===== config.mk =====
export PLATFORM = sky130hd
export DESIGN_NAME = ledr_link
export DESIGN_NICKNAME = d
export VERILOG_FILES = /design/src/rtl/ledr_pkg.sv /design/src/rtl/ledr_tx.sv /design/src/rtl/ledr_rx.sv /design/src/rtl/ledr_link.sv
export SDC_FILE = /design/constraint.sdc
export NUM_CORES = 1
export LEC_CHECK = 0
export ABC_AREA = 1
export BUFFER_PORTS_ARGS = -buffer_cell sky130_fd_sc_hd__clkbuf_2
export CAP_MARGIN = 20
export CORE_MARGIN = 2
export CORE_UTILIZATION = 50
export CTS_CLUSTER_DIAMETER = 50
export DETAILED_ROUTE_END_ITERATION = 10
export GPL_ROUTABILITY_DRIVEN = 0
export GPL_TIMING_DRIVEN = 0
export PLACE_DENSITY = 0.81
export SLEW_MARGIN = 20
export SYNTH_ARGS = -nofsm -noshare
export SYNTH_HDL_FRONTEND = slang
export SYNTH_SLANG_ARGS = --single-unit

===== constraint.sdc =====
create_clock -name clk -period 1.9 [get_ports clk]
set_clock_uncertainty 0.1 [all_clocks]
set_input_delay 0.285 -clock clk [delete_from_list [all_inputs] [get_ports clk]]
set_output_delay 0.285 -clock clk [all_outputs]
set_load 0.03 [all_outputs]

===== src/rtl/ledr_pkg.sv =====
package ledr_pkg;

  typedef enum logic {
    TX_IDLE = 1'b0,
    TX_WAIT = 1'b1
  } tx_state_t;

  // Toggle-wire level that gives a bit the wanted parity for its value.
  function automatic logic ledr_next_phase(input logic value, input logic parity);
    return value ^ parity;
  endfunction

  // Parity shown on the wires of one bit.
  function automatic logic ledr_bit_parity(input logic d, input logic p);
    return d ^ p;
  endfunction

endpackage


===== src/rtl/ledr_tx.sv =====
module ledr_tx
  import ledr_pkg::*;
#(
  parameter int W = 8
) (
  input  logic         clk,
  input  logic         rst_n,
  input  logic [W-1:0] in_word,
  input  logic         in_valid,
  output logic         in_ready,
  input  logic         rx_done,
  output logic [W-1:0] tx_data,
  output logic [W-1:0] tx_phase
);

  tx_state_t    state_q;
  logic         par_q;
  logic [W-1:0] data_q;
  logic [W-1:0] phase_q;
  logic [W-1:0] nxt_data;
  logic [W-1:0] nxt_phase;
  logic         accept;
  logic         new_par;

  assign in_ready = (state_q == TX_IDLE);
  assign accept   = in_valid && in_ready;
  assign new_par  = ~par_q;

  for (genvar i = 0; i < W; i++) begin : g_bit
    assign nxt_data[i]  = in_word[i];
    assign nxt_phase[i] = ledr_next_phase(in_word[i], new_par);
  end

  always_ff @(posedge clk) begin
    if (!rst_n) begin
      state_q <= TX_IDLE;
      par_q   <= 1'b0;
      data_q  <= '0;
      phase_q <= '0;
    end else if (accept) begin
      state_q <= TX_WAIT;
      par_q   <= new_par;
      data_q  <= nxt_data;
      phase_q <= nxt_phase;
    end else if (state_q == TX_WAIT && rx_done) begin
      state_q <= TX_IDLE;
    end
  end

  assign tx_data  = data_q;
  assign tx_phase = phase_q;

  // exactly one wire of every bit moves per accepted word
  a_r3_one_wire_moves: assert property (@(posedge clk) disable iff (!rst_n)
    accept |=> (((data_q ^ $past(data_q)) ^ (phase_q ^ $past(phase_q))) == {W{1'b1}}));

  // value wires carry the accepted word
  a_r2_data_is_word: assert property (@(posedge clk) disable iff (!rst_n)
    accept |=> (data_q == $past(in_word)));

  // sender busy after an accept
  a_r5_not_ready_after_accept: assert property (@(posedge clk) disable iff (!rst_n)
    accept |=> !in_ready);

  // wires hold while nothing is accepted
  a_r6_wires_hold: assert property (@(posedge clk) disable iff (!rst_n)
    !accept |=> ($stable(data_q) && $stable(phase_q)));

endmodule


===== src/rtl/ledr_rx.sv =====
module ledr_rx
  import ledr_pkg::*;
#(
  parameter int W = 8
) (
  input  logic         clk,
  input  logic         rst_n,
  input  logic [W-1:0] rx_data,
  input  logic [W-1:0] rx_phase,
  output logic [W-1:0] out_word,
  output logic         out_done
);

  logic         acc_q;
  logic         done_q;
  logic [W-1:0] word_q;
  logic [W-1:0] arrived;
  logic         complete;

  for (genvar i = 0; i < W; i++) begin : g_bit
    assign arrived[i] = (ledr_bit_parity(rx_data[i], rx_phase[i]) != acc_q);
  end

  assign complete = &arrived;

  always_ff @(posedge clk) begin
    if (!rst_n) begin
      acc_q  <= 1'b0;
      done_q <= 1'b0;
      word_q <= '0;
    end else begin
      done_q <= complete;
      if (complete) begin
        acc_q  <= ~acc_q;
        word_q <= rx_data;
      end
    end
  end

  assign out_word = word_q;
  assign out_done = done_q;

  // delivered word holds between completions
  a_r8_word_holds: assert property (@(posedge clk) disable iff (!rst_n)
    !complete |=> $stable(word_q));

  // accepted parity moves only on completion
  a_r7_parity_steps: assert property (@(posedge clk) disable iff (!rst_n)
    !complete |=> (acc_q == $past(acc_q)));

  // a strobe follows every completion
  a_r8_strobe_follows: assert property (@(posedge clk) disable iff (!rst_n)
    complete |=> out_done);

endmodule


===== src/rtl/ledr_link.sv =====
module ledr_link
  import ledr_pkg::*;
#(
  parameter int W = 8
) (
  input  logic         clk,
  input  logic         rst_n,
  input  logic [W-1:0] in_word,
  input  logic         in_valid,
  output logic         in_ready,
  output logic [W-1:0] tx_data,
  output logic [W-1:0] tx_phase,
  input  logic [W-1:0] rx_data,
  input  logic [W-1:0] rx_phase,
  output logic [W-1:0] out_word,
  output logic         out_done
);

  logic rx_done;

  ledr_tx #(.W(W)) u_tx (
    .clk      (clk),
    .rst_n    (rst_n),
    .in_word  (in_word),
    .in_valid (in_valid),
    .in_ready (in_ready),
    .rx_done  (rx_done),
    .tx_data  (tx_data),
    .tx_phase (tx_phase)
  );

  ledr_rx #(.W(W)) u_rx (
    .clk      (clk),
    .rst_n    (rst_n),
    .rx_data  (rx_data),
    .rx_phase (rx_phase),
    .out_word (out_word),
    .out_done (rx_done)
  );

  assign out_done = rx_done;

  // ready comes back only after a completion strobe
  a_r5_ready_after_done: assert property (@(posedge clk) disable iff (!rst_n)
    $rose(in_ready) |-> $past(rx_done));

endmodule


### Yosys cells after proc, flatten, opt, wreduce, memory -nomap -nowiden

Cells that the tools add are included.

* register bits: 28
* RAM bits: 0
* ROM bits: 0
* memories: 0
* latch bits: 0
* output and inout bits: 26
* logic and storage cells: 40
* input port bits: 27

* $add $sub $neg: 0
* multiplexer cells: 2
* shift-type cells: 0
* divide/modulo/power cells: 0
* multiply operators: 0
* $lt $le $gt $ge: 0
* equal/unequal tests: 8
* bitwise operators: 19
* reduce and logical (&&, ||, !) cells: 4

Operator list (number)
* XOR 1 bit: 16
* inequality test 1 bit: 8
* AND reduction 8 bit: 1
* NOT 1 bit: 3
* logical AND 1 bit: 2
* two-way mux 1 bit: 2
* nonzero test 2 bit: 1

### Depth between registers and ports, before layout

* depth in word-level cells: 3
* gate-level depth with buffers: 11

### Hierarchy

Synthesis repeated with hierarchy kept, for this count alone.

* cell total of the unflattened synthesis: 275
* area, all modules: 1701.6 sq um

Modules (own cells, without submodules)
* ledr_rx: cells an instance 137, area each 858.3 sq um, sequential area each 200.2 sq um, times used 1
* ledr_tx: cells an instance 138, area each 843.3 sq um, sequential area each 360.3 sq um, times used 1

### Worst setup path before layout

Ideal clock, no wire load.

* path kind: reg-to-reg
* start: register u_tx.state_q
* end: register u_tx.phase_q[2] (netlist: u_tx.tx_phase[2])
* cell stages (with the launch flop): 7
* required time: 1730 ps
* library setup time: 70 ps
* slack: 530 ps
* arrival: 1200 ps
* clock period less this slack: 1370 ps
* buffers on the path: 1
* cells stage by stage: dfxtp_1 -> inv_1 -> nand2_1 -> inv_1 -> clkbuf_1 -> o21ai_0 -> a21oi_1

* cells in the longest elaborated chain, start to end: 2

RTL lines
* start, declared: RTL line ledr_tx.sv:16 `tx_state_t state_q;`
* start signal, assigned: RTL line ledr_tx.sv:36 `state_q <= TX_IDLE;`
* start signal, assigned: RTL line ledr_tx.sv:41 `state_q <= TX_WAIT;`
* start signal, assigned: RTL line ledr_tx.sv:46 `state_q <= TX_IDLE;`
* NOT 1 bit: RTL line ledr_tx.sv:25 `assign in_ready = (state_q == TX_IDLE);`
* via in_ready: RTL line ledr_link.sv:10 `output logic in_ready,`
* logical AND 1 bit: RTL line ledr_tx.sv:26 `assign accept = in_valid && in_ready;`
* end signal, assigned: RTL line ledr_tx.sv:44 `phase_q <= nxt_phase;`
* end, declared: RTL line ledr_tx.sv:19 `logic [W-1:0] phase_q;`

The timed path passes the listed nets, and every way through them passes these cells.
A chain may end at the register's enable or synchronous reset.

### Worst setup path in the final report

* start: register u_rx.acc_q
* end: register u_rx.word_q[0] (netlist: u_rx.out_word[0])

* cells in the longest elaborated chain, start to end: 2
* elaborated cells between the ends (all ways): 9
* those cells by class: eq/ne: 8; reduce/logical: 1

RTL lines
* start, declared: RTL line ledr_rx.sv:14 `logic acc_q;`
* start signal, assigned: RTL line ledr_rx.sv:34 `acc_q <= ~acc_q;`
* inequality test 1 bit: RTL line ledr_rx.sv:21 `assign arrived[i] = (ledr_bit_parity(rx_data[i], rx_phase[i]) != acc_q);`
* AND reduction 8 bit (*): RTL line ledr_rx.sv:24 `assign complete = &arrived;`
* end signal, assigned: RTL line ledr_rx.sv:35 `word_q <= rx_data;`
* end, declared: RTL line ledr_rx.sv:16 `logic [W-1:0] word_q;`

Mark *: on every way between the ends. The rest lies on a longest branch, timed or not.

==> out/qor.csv <==
stage,metric,value,unit
cts,total clock sinks,28,
floorplan,FP Rows,19,
synthesis,syn_area_per_cell,6.63,um2
job,Max Cap Viol,0,
grt,grt ovf,0,
synthesis,top area cells in the synthesized netlist,"dfxtp_1, nand2_1, inv_1",
critical_path,chain of cells forming the critical path,"inv_2, nand3_1, nand2_2, nor2_8, nand3_4, nand2_1, inv_1, nor2_1",
critical_path,worst setup path category,reg -> reg,
final_layout,Area growth syn-to-layout,25.0,%
synthesis,"Distinct cells, synth",18,
sta,fin. max-slew vios,0,
cts,Root Driver,clkbuf_4,
detailed_routing,Vias,1416,
critical_path,crit-path max FO,10,
placed_design,Placed Area,1710,um2
cts,worst skew pair latency,0.34,ns
floorplan,DIE AREA,3250,um2
pwr,maximum vdd drop,0.000582,V
final_layout,layout net count,296,
critical_path,"CP delay by family, top",simple AND/OR/NAND/NOR gates,
critical_path,slowest CP cell,dfxtp_1,
critical_path,Worst Path Arrival,1.72,ns
critical_path,Critical Path Max Stage Delay,0.51,ns
synthesis,Post-Syn Instances,212,
synthesis,Syn Nets,239,
cts,clk slew on worst S/H paths,0.15,ns
critical_path,CP endpoint kind,flip-flop,
detailed_routing,Total Wirelength,2870,um
synthesis,Syn Std Cell Area,1410,um2
sta,Least-Margin Pin Slew,0.436,ns
worst_hold_path,hold-critical path depth,3,
cts,TritonCTS clock tree,yes,
floorplan,core area,2710,um2
synthesis,Ys Warns,0,
grt,wire length of the first global-routing pass,5140,um
floorplan,initial core utilization,51.9,%
sta,final hold vios,0,
final_layout,ANT cells,0,
detailed_routing,drt via density,4.74,
floorplan,die width,57.0,um
grt,initial antenna violation count,0,
synthesis,number of synthesized register bits,28,
grt,number of global-route vias before repair,1246,
worst_hold_path,min-delay src,in_word[1],
critical_path,critical path startpoint category,flip-flop,
synthesis,Synth top area share,39.9,%
status,status,"finished, final reports clean",
cts,H-tree levels,1,
sta,Fmax,651,MHz
sta,final period utilization,80.9,%
pwr,pwr/cell area,766,nW/um2
sta,Slew headroom,70.9,%
detailed_routing,routed length per instance,9.58,um
synthesis,"Seq/Total Area, Yosys",39.9,%
final_layout,layout cells sized above 1,26.5,%
sta,setup TNS,0,ns
cts,hold bufs inserted after CTS,0,
critical_path,Worst R2R Path Depth,8,
cts,Inserted Clock Buffers,3,
critical_path,data required time of the worst path,2.08,ns
grt,pin count of the biggest net entering global routing,17,
detailed_routing,Initial DRT Pass Iterations,4,
final_layout,post-route cell area,1760,um2
sta,Final setup viols,0,
detailed_routing,Starting DRT DRC Count,27,
final_layout,final core occ,64.9,%
sta,post-layout min period,1.54,ns
critical_path,Worst R2R Start,u_rx.acc_q,
sta,RSZ-0062 raised after global routing,no,
synthesis,Synth area leader,dfxtp_1,
detailed_routing,DR DRC count,0,
pwr,leakage,0.981,nW
critical_path,WP depth,8,
cts,CTS resizes,0,
critical_path,crit path from,u_rx.acc_q,
worst_hold_path,Hold Path Class,in -> reg,
critical_path,worst path bufs/invs,2,
floorplan,total I/O pin count,53,
placed_design,input/output buffers,52,
cts,postcts setup bufs,0,
placed_design,DPL Wire Length,2220,um
detailed_routing,antenna-violating nets left,0,
floorplan,Die H,57.0,um
cts,Clock Tree Buf Depth,2,
grt,gr usage total,19.7,%
-- worst reg2reg max path, delay by kind of cell (launching register included) --
kind,cells,cell delay [ns]
and+or+nand+nor,6,0.73
DFF,1,0.51
buffers and inverters,2,0.14
-- synthesized netlist by cell type --
cell type,instances
nand2_1,62
xnor2_1,1
dfxtp_1,28
nand3_1,5
xor2_1,6
a21oi_1,10
o21ai_0,13
nand2_2,3
o21a_1,2
inv_2,8
nor2_8,2
clkbuf_1,3
buf_2,1
inv_1,31
buf_1,2
nand4_1,9
nor2_1,25
nand3_4,1
-- per-layer routing --
layer / up-vias / track usage [%] / share of wire (%)
met1: 622 / 26.9 / 47
met3: 5 / 2.95 / 4.4
met2: 29 / 31.4 / 47
li1: 760 / - / -
met5: - / 0 / 0
met4: 0 / 7.97 / 1.8
-- power by group --
| group | internal (mW) | switching (mW) | total (mW) |
|---|---|---|---|
| Combinational | 0.102 | 0.208 | 0.310 |
| Sequential | 0.623 | 0.0162 | 0.639 |
| Clock | 0.214 | 0.184 | 0.397 |
-- registers in the layout, indices dropped and copies added, names as in the netlist --
name	flops
u_tx.tx_data	8
u_tx.state_q	1
u_tx.tx_phase	8
u_rx.acc_q	1
u_rx.out_done	1
u_tx.par_q	1
u_rx.out_word	8
-- per-stage QoR --
step | worst slack [ns] | std cells | power, mW | hold slack [ns]
global route | 0.219 | 299 | 1.41 | 0.0857
floorplan | 0.530 | 212 | 0.868 | 0.323
global placement | 0.434 | 295 | 0.956 | 0.354
detailed placement | 0.400 | 295 | 0.964 | 0.354
finish | 0.364 | 299 | 1.35 | 0.0760
CTS | 0.361 | 299 | 1.36 | 0.0727
-- cells in the final DEF (no fill, tap or decap), drive strengths merged --
cell type  count
a21oi         10
nand4          9
nor2          27
dfxtp         28
o21a           2
xor2           6
o21ai         13
buf            3
bufinv         1
xnor2          1
nand3          6
nand2         65
clkbuf        58
inv           39
-- cell type report --
class | count | area, um2
buffer | 6 | 23.8
clock buffer | 3 | 22.5
clock inverter | 1 | 30.0
fill | 282 | 952
inverter | 39 | 146
multi-input combinational | 139 | 676
sequential | 28 | 561
tap | 31 | 38.8
timing repair buffer | 52 | 260
-- final timing paths --
path / slack (ns) / endpoint
setup / recovery: 0.36 / u_rx.out_word[0]
hold / removal: 0.08 / u_tx.tx_data[1]
setup reg to reg: 0.36 / u_rx.out_word[0]
hold reg to reg: 0.37 / u_tx.tx_phase[1]
-- kinds of logic after synthesis --
logic type / count (synthesis) / synth area share, %
compound gates: 25 / 9.25
xor+xnor: 7 / 4.36
simple gates: 107 / 34.4
buf+inv: 45 / 12.1
flops: 28 / 39.9
No activity file was read; power rests on OpenSTA's default activity.
